==> config.mk <==
export PLATFORM = sky130hd
export DESIGN_NAME = rirq_gen
export DESIGN_NICKNAME = d
export VERILOG_FILES = /design/src/rtl/rirq_pkg.sv /design/src/rtl/rirq_edge_sync.sv /design/src/rtl/rirq_frame_align.sv /design/src/rtl/rirq_line_core.sv /design/src/rtl/rirq_gen.sv
export SDC_FILE = /design/constraint.sdc
export NUM_CORES = 1
export LEC_CHECK = 0
export ABC_AREA = 1
export CORE_AREA = 2 2 47 49
export CTS_CLUSTER_DIAMETER = 80
export CTS_CLUSTER_SIZE = 25
export DETAILED_ROUTE_END_ITERATION = 8
export DIE_AREA = 0 0 49 51
export SLEW_MARGIN = 10
export SYNTH_ARGS = -nofsm -noshare
export SYNTH_HDL_FRONTEND = slang
export SYNTH_HIERARCHICAL = 1
export SYNTH_SLANG_ARGS = --single-unit
==> constraint.sdc <==
create_clock -name clk -period 1.7 [get_ports clk]
set_clock_uncertainty 0.1 [all_clocks]
set_input_delay 0.34 -clock clk [delete_from_list [all_inputs] [get_ports clk]]
set_output_delay 0.34 -clock clk [all_outputs]
set_load 0.02 [all_outputs]
==> src/rtl/rirq_pkg.sv <==
package rirq_pkg;
   // number of asynchronous level inputs that are synchronised and edge detected
   localparam int unsigned RIRQ_NUM_IN = 3;

   // per-cycle single-shot events seen by the core
   typedef struct packed {
      logic ack;
      logic frame;
      logic line;
   } rirq_evt_t;
endpackage

==> src/rtl/rirq_edge_sync.sv <==
module rirq_edge_sync #(
   parameter int unsigned STAGES = 2
) (
   input  logic clk,
   input  logic rst_n,
   input  logic lvl_i,
   output logic rise_o
);
   logic lvl_s;
   logic lvl_q;

   generate
      if (STAGES == 0) begin : g_bypass
         assign lvl_s = lvl_i;
      end else begin : g_chain
         logic [STAGES-1:0] sh;
         always_ff @(posedge clk or negedge rst_n) begin
            if (!rst_n) begin
               sh <= '0;
            end else begin
               sh[0] <= lvl_i;
               for (int i = 1; i < STAGES; i++) begin
                  sh[i] <= sh[i-1];
               end
            end
         end
         assign lvl_s = sh[STAGES-1];
      end
   endgenerate

   always_ff @(posedge clk or negedge rst_n) begin
      if (!rst_n) lvl_q <= 1'b0;
      else        lvl_q <= lvl_s;
   end

   assign rise_o = lvl_s & ~lvl_q;
endmodule

==> src/rtl/rirq_frame_align.sv <==
module rirq_frame_align #(
   parameter int unsigned LINES = 2
) (
   input  logic clk,
   input  logic rst_n,
   input  logic frame_ev,
   input  logic line_ev,
   output logic fire_o
);
   localparam int unsigned W = $clog2(LINES + 1);

   logic [W-1:0] rem;
   logic         armed;

   always_ff @(posedge clk or negedge rst_n) begin
      if (!rst_n) begin
         rem   <= '0;
         armed <= 1'b0;
      end else if (frame_ev) begin
         armed <= 1'b1;
         rem   <= W'(LINES);
      end else if (line_ev && armed) begin
         if (rem == W'(1)) armed <= 1'b0;
         rem <= rem - 1'b1;
      end
   end

   assign fire_o = armed & line_ev & ~frame_ev & (rem == W'(1));
endmodule

==> src/rtl/rirq_line_core.sv <==
module rirq_line_core #(
   parameter int unsigned CNT_W  = 6,
   parameter int unsigned PERIOD = 52
) (
   input  logic             clk,
   input  logic             rst_n,
   input  logic             line_ev,
   input  logic             align_fire,
   input  logic             ack_ev,
   input  logic             clr_i,
   output logic [CNT_W-1:0] cnt_o,
   output logic             int_n_o
);
   localparam int unsigned TOP = CNT_W - 1;
   localparam logic [CNT_W-1:0] LAST = CNT_W'(PERIOD - 1);

   logic [CNT_W-1:0] cnt, cnt_nx;
   logic             pend, pend_nx;
   logic             wrap, set;

   always_comb begin
      wrap   = (cnt == LAST);
      set    = line_ev & (align_fire | wrap);
      cnt_nx = cnt;
      if (line_ev) cnt_nx = set ? '0 : cnt + 1'b1;
      if (clr_i || (ack_ev && pend && cnt[TOP])) cnt_nx[TOP] = 1'b0;
      if (set)                  pend_nx = 1'b1;
      else if (ack_ev || clr_i) pend_nx = 1'b0;
      else                      pend_nx = pend;
   end

   always_ff @(posedge clk or negedge rst_n) begin
      if (!rst_n) begin
         cnt  <= '0;
         pend <= 1'b0;
      end else begin
         cnt  <= cnt_nx;
         pend <= pend_nx;
      end
   end

   assign cnt_o   = cnt;
   assign int_n_o = ~pend;
endmodule

==> src/rtl/rirq_gen.sv <==
module rirq_gen
   import rirq_pkg::*;
#(
   parameter int unsigned CNT_W       = 6,
   parameter int unsigned PERIOD      = 52,
   parameter int unsigned VS_LINES    = 2,
   parameter int unsigned SYNC_STAGES = 2
) (
   input  logic clk,
   input  logic rst_n,
   input  logic hsync_i,
   input  logic vsync_i,
   input  logic m1_n_i,
   input  logic iorq_n_i,
   input  logic sw_clr_i,
   output logic int_n_o
);
   generate
      if (CNT_W < 2) begin : g_bad_width
         $error("rirq_gen: CNT_W must be at least 2");
      end
      if (PERIOD > (2 ** CNT_W) || PERIOD <= (2 ** (CNT_W - 1))) begin : g_bad_period
         $error("rirq_gen: PERIOD must lie in the upper half of the counter range");
      end
      if (VS_LINES < 1) begin : g_bad_delay
         $error("rirq_gen: VS_LINES must be at least 1");
      end
   endgenerate

   logic [RIRQ_NUM_IN-1:0] raw_lvl;
   logic [RIRQ_NUM_IN-1:0] rise;
   rirq_evt_t              evt;
   logic                   hs_ev, ack_ev, align_fire;
   logic [CNT_W-1:0]       cnt;

   assign raw_lvl = {~m1_n_i & ~iorq_n_i, vsync_i, hsync_i};

   generate
      for (genvar g = 0; g < RIRQ_NUM_IN; g++) begin : g_sync
         rirq_edge_sync #(.STAGES(SYNC_STAGES)) sync_i (
            .clk    (clk),
            .rst_n  (rst_n),
            .lvl_i  (raw_lvl[g]),
            .rise_o (rise[g])
         );
      end
   endgenerate

   assign evt    = rirq_evt_t'(rise);
   assign hs_ev  = evt.line;
   assign ack_ev = evt.ack;

   rirq_frame_align #(.LINES(VS_LINES)) align_i (
      .clk      (clk),
      .rst_n    (rst_n),
      .frame_ev (evt.frame),
      .line_ev  (hs_ev),
      .fire_o   (align_fire)
   );

   rirq_line_core #(.CNT_W(CNT_W), .PERIOD(PERIOD)) core_i (
      .clk        (clk),
      .rst_n      (rst_n),
      .line_ev    (hs_ev),
      .align_fire (align_fire),
      .ack_ev     (ack_ev),
      .clr_i      (sw_clr_i),
      .cnt_o      (cnt),
      .int_n_o    (int_n_o)
   );
endmodule

# Yosys cells after proc, flatten, opt, wreduce, memory -nomap -nowiden

Cells that the tools add are included.

Register bits: 19
Bits of input ports: 7

Add/sub/neg operators: 2
Equal/unequal tests: 2
Multiplexer cells: 10
Bitwise gates (word level): 16
Reduce and logical (&&, ||, !) cells: 10

Operators by type and width:

| cell                  | number |
|---|---|
| $mux W6               | 2 |
| $and A1 B1 Y1         | 8 |
| $reduce_bool A2 Y1    | 4 |
| $not A1 Y1            | 7 |
| $add A6 B1 Y6 const B | 1 |
| $eq A6 B6 Y1 const B  | 1 |
| $mux W1               | 6 |
| $mux W2               | 2 |
| $logic_and A1 B1 Y1   | 3 |
| $eq A2 B1 Y1 const B  | 1 |
| $logic_or A1 B1 Y1    | 2 |
| $reduce_and A2 Y1     | 1 |
| $sub A2 B1 Y2 const B | 1 |
| $or A1 B1 Y1          | 1 |

# Logic depth before layout (Yosys ltp)

Gate-level depths: netlist of the first run.

Word-level depth: 10
Gate-level depth with buffers: 10

# Hierarchy

Netlist of the first run, hierarchy kept.

By module, submodules not included:

| module           | times used | cells each | area an instance (um^2) |
|---|---|---|---|
| rirq_line_core   | 1          | 55         | 425.4 |
| rirq_edge_sync   | 3          | 5          | 85.1 |
| rirq_frame_align | 1          | 19         | 158.9 |
| rirq_gen         | 1          | 1          | 3.8 |

# Worst setup path before layout of the first run

Ideal clock, no wire load.

Path kind: flip-flop to flip-flop
From: register g_sync[0].sync_i.lvl_q
To: register core_i.cnt[5], in the netlist core_i/cnt_o[5]
Data arrival time: 1,004 ps
Required time: 1,485 ps
Path slack: 481 ps
Stages on the path, launching flop included: 8
Period minus slack after synthesis: 1,219 ps
Cells stage by stage: dfrtp_1 > nor2_2 > buf_6 > nand2_2 > nor2_2 > nand3_1 > nand3_2 > nor2_2

RTL lines:

| what                   | line                 | text |
|---|---|---|
| from (decl)            | rirq_edge_sync.sv:10 | `logic lvl_q;` |
| from (signal assigned) | rirq_edge_sync.sv:33 | `else lvl_q <= lvl_s;` |
| to (signal assigned)   | rirq_line_core.sv:37 | `cnt <= cnt_nx;` |
| to (decl)              | rirq_line_core.sv:17 | `logic [CNT_W-1:0] cnt, cnt_nx;` |

# Worst setup path after layout of the first run

From: register core_i.pend
To: output port int_n_o

Longest elaborated chain between the ends: 1

Ends and longest elaborated chain:

| what                   | line                 | text |
|---|---|---|
| from (decl)            | rirq_line_core.sv:18 | `logic pend, pend_nx;` |
| from (signal assigned) | rirq_line_core.sv:38 | `pend <= pend_nx;` |
| $not A1 Y1             | rirq_line_core.sv:43 | `assign int_n_o = ~pend;` |
| to (decl)              | rirq_gen.sv:16       | `output logic int_n_o` |

No other way between the ends.

==> metrics.cfg, run 1 <==
[outcome]
outcome = finished clean

[cells_and_area]
fillers = 217
stdcell_count = 130
drive_above_1_share_pct = 17.6
fin_nets = 112
n_antenna_cell = 0
final_common_cell = dfrtp_1
layout_common_cells = dfrtp_1 (19), inv_1 (17), nand2_1 (16)
syn2layout_area_growth_pct = 15.9

[routing]
drt_pass1_iterations = 5
viasPerCell = 4.29
drt_wl_total_um = 1180
postRouteAntennaNets = 0
dr.first_iter.drc_count = 9
routed-wl-met2_um = 543
avgRoutedWirePerCell_um = 9.08
dr_wl_met3_um = 45
num_vias = 558
drc = 0
drt-met1-wl_um = 575
top_layer = met4

[setup_path]
crit_fanout = 2
startpoint = core_i/pend
r2r_slack_ps = 360
worstPathArrival_ps = 1060
cp-end-kind = output port
cp-start-kind = flip-flop
critPathRequiredTime_ps = 1260
rr_worst_depth = 10
r2r_end = core_i/cnt_o[4]
endpoint = int_n_o
path_class = reg2out
r2r_start = g_sync[1].sync_i/g_chain.sh[1]

[logic_synthesis]
syn_area_per_cell_um2 = 9.37
yosysSeqAreaShare_pct = 56.4
syn_nets = 99
synth_area_um2 = 843
ys_types = 19
yosys_warnings = 6
ys_seq_elements = 19
syn_inst = 90

[placed_design]
gp_congestion = 0.785
hpwl_um = 891
io_buffer_count = 7
dp_slack_ps = 232
placed_cells = 126

[timing]
setup_tns_ps = 0
final_max_slew_viol_count = 0
fin_crit_sh_pct = 88.4
setup_viol = 0
rsz0062_at_grt = false
setup_ws_ps = 197
max_freq_mhz = 665
slew_headroom_pct = 84.4
period_needed_ps = 1500
tightest_slew_ps = 234
hold_violations = 0

[global_routing]
grt_pass1_vias = 515
grt-ovfl-total = 0
grt.total_usage_pct = 12.3
antenna_found_initial = 0
grt_pass1_wl_um = 2230
grt_start_max_net_pins = 20

[power_and_ir_drop]
p_clk_share_pct = 21.4
comb_power_share_pct = 20.0
p_per_area_nw_per_um2 = 1050
irDropWorstVdd_mv = 0.546
p_switching_w = 0.000312
total_leakage_power_nw = 0.497
p_int_w = 0.000715
sw_frac_of_total_pct = 30.4
pwr-share-seq_pct = 58.7

[clocking]
postCtsSetupBuffers = 0
postCtsHoldBufs = 0
root_buffer = clkbuf_4
clockBufferDepth = 2
h-tree-depth = 1
cts_sinks = 19
cts_tree = done
path_clk_slew_ps = 110
clock_latency_ps = 290
numCtsBuffers = 3
cts_resized = 1

[floorplan]
std_cell_rows = 17
die_h_um = 51
core_um2 = 2060
initial_utilization_pct = 40.9
num_io_pins = 8
die-area_um2 = 2500
die_w_um = 49

[worst_hold_path]
hold_class = in2async

[job]
cap_viol_max_count = 0

state kept, by name, summed over array words and instances, names as in the netlist:
| register | flops |
|---|---|
| g_sync.sync_i/g_chain.sh | 6 |
| core_i/pend | 1 |
| core_i/cnt_o | 6 |
| g_sync.sync_i/lvl_q | 3 |
| align_i/armed | 1 |
| align_i/rem | 2 |
metrics by stage:
| step | hold WS [ps] | power (W) | cell area [um^2] | util, % |
|---|---|---|---|---|
| floorplan | -55.6 | 0.000757 | 843 | - |
| global placement | 232 | 0.000811 | 952 | 46.1 |
| detailed placement | 237 | 0.000823 | 952 | 46.1 |
| CTS | 261 | 0.00105 | 977 | 47.4 |
| global route | 258 | 0.00112 | 977 | 47.4 |
| finish | 257 | 0.00103 | 977 | 47.4 |
cell type report:
| type | count | area, um^2 | area share [%] |
|---|---|---|---|
| clock buffer | 4 | 26.3 | 2.69 |
| inverter | 18 | 67.6 | 6.91 |
| multi-input combinational | 52 | 289 | 29.6 |
| sequential | 19 | 475 | 48.7 |
| tap | 28 | 35.0 | 3.59 |
| timing repair buffer | 9 | 83.8 | 8.58 |
routing by layer:
metal | global-route usage [%] | up-vias
met5 | 0 | -
met4 | 6.67 | 0
met3 | 3.80 | 2
met2 | 18.7 | 9
met1 | 15.6 | 251
li1 | - | 296
cells by family (layout without fill, tap and decap cells):
logic type	count (synthesis)	in the layout	synth area share (%)
muxes	1	1	1.19
DFF	19	19	56.4
and+or+nand+nor	44	44	25.8
xor gates and xnor gates	2	2	2.08
buffers and inverters	19	31	9.35
AOI/OAI and AO/OA	3	3	2.22
adders and majority gates	2	2	2.97
how the worst min path moves through the flow:
| stage | endpoint | slack [ps] | from |
|---|---|---|---|
| CTS | g_sync[1].sync_i/g_chain.sh[1] | 260 | g_sync[1].sync_i/g_chain.sh[0] |
| global route | core_i/cnt_o[2] | 260 | rst_n |
| floorplan | align_i/armed | -60 | rst_n |
| detailed placement | g_sync[2].sync_i/g_chain.sh[1] | 240 | g_sync[2].sync_i/g_chain.sh[0] |
| finish | core_i/cnt_o[5] | 260 | rst_n |
| global placement | g_sync[0].sync_i/g_chain.sh[1] | 230 | g_sync[0].sync_i/g_chain.sh[0] |
synth_stat cells (all sizes together):
master	n	area, um^2
dfrtp	19	475
o21ai	3	18.8
ha	2	25.0
buf	1	11.3
xor2	1	8.76
nand4	3	18.8
nor2	13	63.8
xnor2	1	8.76
or2	1	6.26
mux2i	1	10.0
inv	18	67.6
nand3	8	50.1
nand2	19	78.8
power by group through the flow:
stage	Sequential (W)	Clock [W]	Combinational, W
after floorplan	0.000596	0	0.000161
after global placement	0.000610	0	0.000201
after detailed placement	0.000612	0	0.000210
after CTS	0.000603	0.000230	0.000211
after global routing	0.000622	0.000259	0.000243
final	0.000603	0.000219	0.000205
critical path: stages (launching register included):
cell and delay, ps:
dfrtp_1 400, inv_1 70, dlygate4sd2_1 320
Note: power is estimated with default switching activity, not from simulation.
==> inputs of run 2 (changes only) <==
Settings changed: CELL_PAD_IN_SITES_DETAIL_PLACEMENT from default to 0, CELL_PAD_IN_SITES_GLOBAL_PLACEMENT from default to 1, CORE_AREA 2 2 47 49 to 2 2 49 51, DIE_AREA 0 0 49 51 to 0 0 51 53, PLACE_DENSITY_LB_ADDON from default to 0.1, REMOVE_ABC_BUFFERS from default to 1.
==> metrics.cfg, run 2 (synthesized netlist as in run 1, its figures left out) <==
[setup_path]
cp-end-kind = output port
cp_slowest_stage_delay_ps = 400
r2r_start = g_sync[0].sync_i/lvl_q
cp-start-kind = flip-flop
r2r_slack_ps = 350
path_cells = inv_1 -> dlygate4sd2_1
crit_fanout = 2
cp_slowest_cell = dfrtp_1
path_class = reg2out
critPathRequiredTime_ps = 1260
r2r_end = core_i/cnt_o[5]
rr_worst_depth = 8
worstPathArrival_ps = 1100

[cells_and_area]
layout_common_cells = dfrtp_1 (19), inv_1 (17), nand2_1 (16)
final_common_cell = dfrtp_1
fin_nets = 112
n_antenna_cell = 0
drive_above_1_share_pct = 18.6
syn2layout_area_growth_pct = 16.3

[power_and_ir_drop]
p_per_area_nw_per_um2 = 1070
irDropWorstVdd_mv = 0.534
total_leakage_power_nw = 0.496

[clocking]
root_buffer = clkbuf_4
cts_sinks = 19
path_clk_slew_ps = 120
cts_tree = done
numCtsBuffers = 3
clockBufferDepth = 2
postCtsHoldBufs = 0
h-tree-depth = 1
clock_latency_ps = 300
postCtsSetupBuffers = 0

[timing]
rsz0062_at_grt = false
setup_viol = 0
period_needed_ps = 1540
max_freq_mhz = 650
setup_tns_ps = 0
hold_violations = 0
timing.hold.ws_ps = 254
slew_headroom_pct = 84.1
final_max_slew_viol_count = 0
fin_crit_sh_pct = 90.5
tightest_slew_ps = 238

[worst_hold_path]
hold_class = in2async

[global_routing]
grt_start_max_net_pins = 20
antenna_found_initial = 0
grt.total_usage_pct = 12.3
grt_pass1_wl_um = 2350
grt-ovfl-total = 0
grt_pass1_vias = 528

[routing]
drt_pass1_iterations = 3
dr.first_iter.drc_count = 7
avgRoutedWirePerCell_um = 9.69
drt_wl_total_um = 1260
viasPerCell = 4.44
postRouteAntennaNets = 0
num_vias = 577
drc = 0

[placed_design]
hpwl_um = 910
io_buffer_count = 7
gp_congestion = 0.696

[floorplan]
core_um2 = 2150
die_h_um = 53
die_w_um = 51
initial_utilization_pct = 39.3
die-area_um2 = 2700
std_cell_rows = 17
num_io_pins = 8

[outcome]
outcome = finished clean

[job]
cap_viol_max_count = 0

## run 2: cell types whose count changed in the layout (fill, tap and decap cells not counted)
cell,change
clkinvlp_4,+1
clkbuf_1,-1
## run 2: where the power goes
group | internal [W] | leakage, nW | total, W | switching (W)
Clock | 0.0000895 | 0.0139 | 0.000240 | 0.000151
Combinational | 0.0000968 | 0.249 | 0.000204 | 0.000107
Sequential | 0.000528 | 0.232 | 0.000607 | 0.0000786
## run 2: worst max path at each step
stage                           start         endpoint  slack (ps)  depth (start not counted)
2_1_floorplan  g_sync[0].sync_i/lvl_q  core_i/cnt_o[3]         300                          8
3_3_place_gp              core_i/pend          int_n_o         240                          2
3_5_place_dp              core_i/pend          int_n_o         230                          2
4_1_cts                   core_i/pend          int_n_o         130                          2
5_1_grt                   core_i/pend          int_n_o         100                          2
6_report                  core_i/pend          int_n_o         160                          2
## run 2: cell type report
cell class	instances	area, um^2
clock inverter	1	7.51
fill	233	1170
timing repair buffer	9	83.8
multi-input combinational	52	289
tap	28	35.0
sequential	19	475
clock buffer	3	22.5
inverter	18	67.6
## run 2: per-layer routing
| layer | up-vias | part of all wire [%] | GRT usage [%] |
|---|---|---|---|
| met3 | 2 | 3.7 | 2.54 |
| met2 | 7 | 45 | 18.6 |
| met5 | - | 0 | 0 |
| met4 | 0 | 1.3 | 8.11 |
| met1 | 271 | 50 | 15.9 |
| li1 | 297 | - | - |
## run 2: through the flow
| stage | instances | worst slack, ps | util, % | instance area, um^2 | total power [W] |
|---|---|---|---|---|---|
| floorplan | 89 | 297 | - | 832 | 0.000754 |
| global placement | 126 | 242 | 44.3 | 952 | 0.000820 |
| detailed placement | 126 | 235 | 44.3 | 952 | 0.000823 |
| CTS | 130 | 133 | 45.7 | 981 | 0.00107 |
| global route | 130 | 103 | 45.7 | 981 | 0.00114 |
| finish | 130 | 161 | 45.7 | 981 | 0.00105 |
## run 2: timing repair
item | CTS | global route
endpoints found under the hold margin | 0 | 0
endpoints found under the setup margin | 1 | 0
gates resized for setup | 1 | 0
## run 2: worst max-delay path, delay by kind of cell (launching register included)
| kind | cells | cell delay, ps |
|---|---|---|
| buf+inv | 2 | 400 |
| flops | 1 | 400 |
==> inputs of run 3 (changes only) <==
Settings changed: CTS_CLUSTER_SIZE 25 to 14.
==> results of run 3 <==
The final DEF is identical to that of run 2; final timing and power are the same.
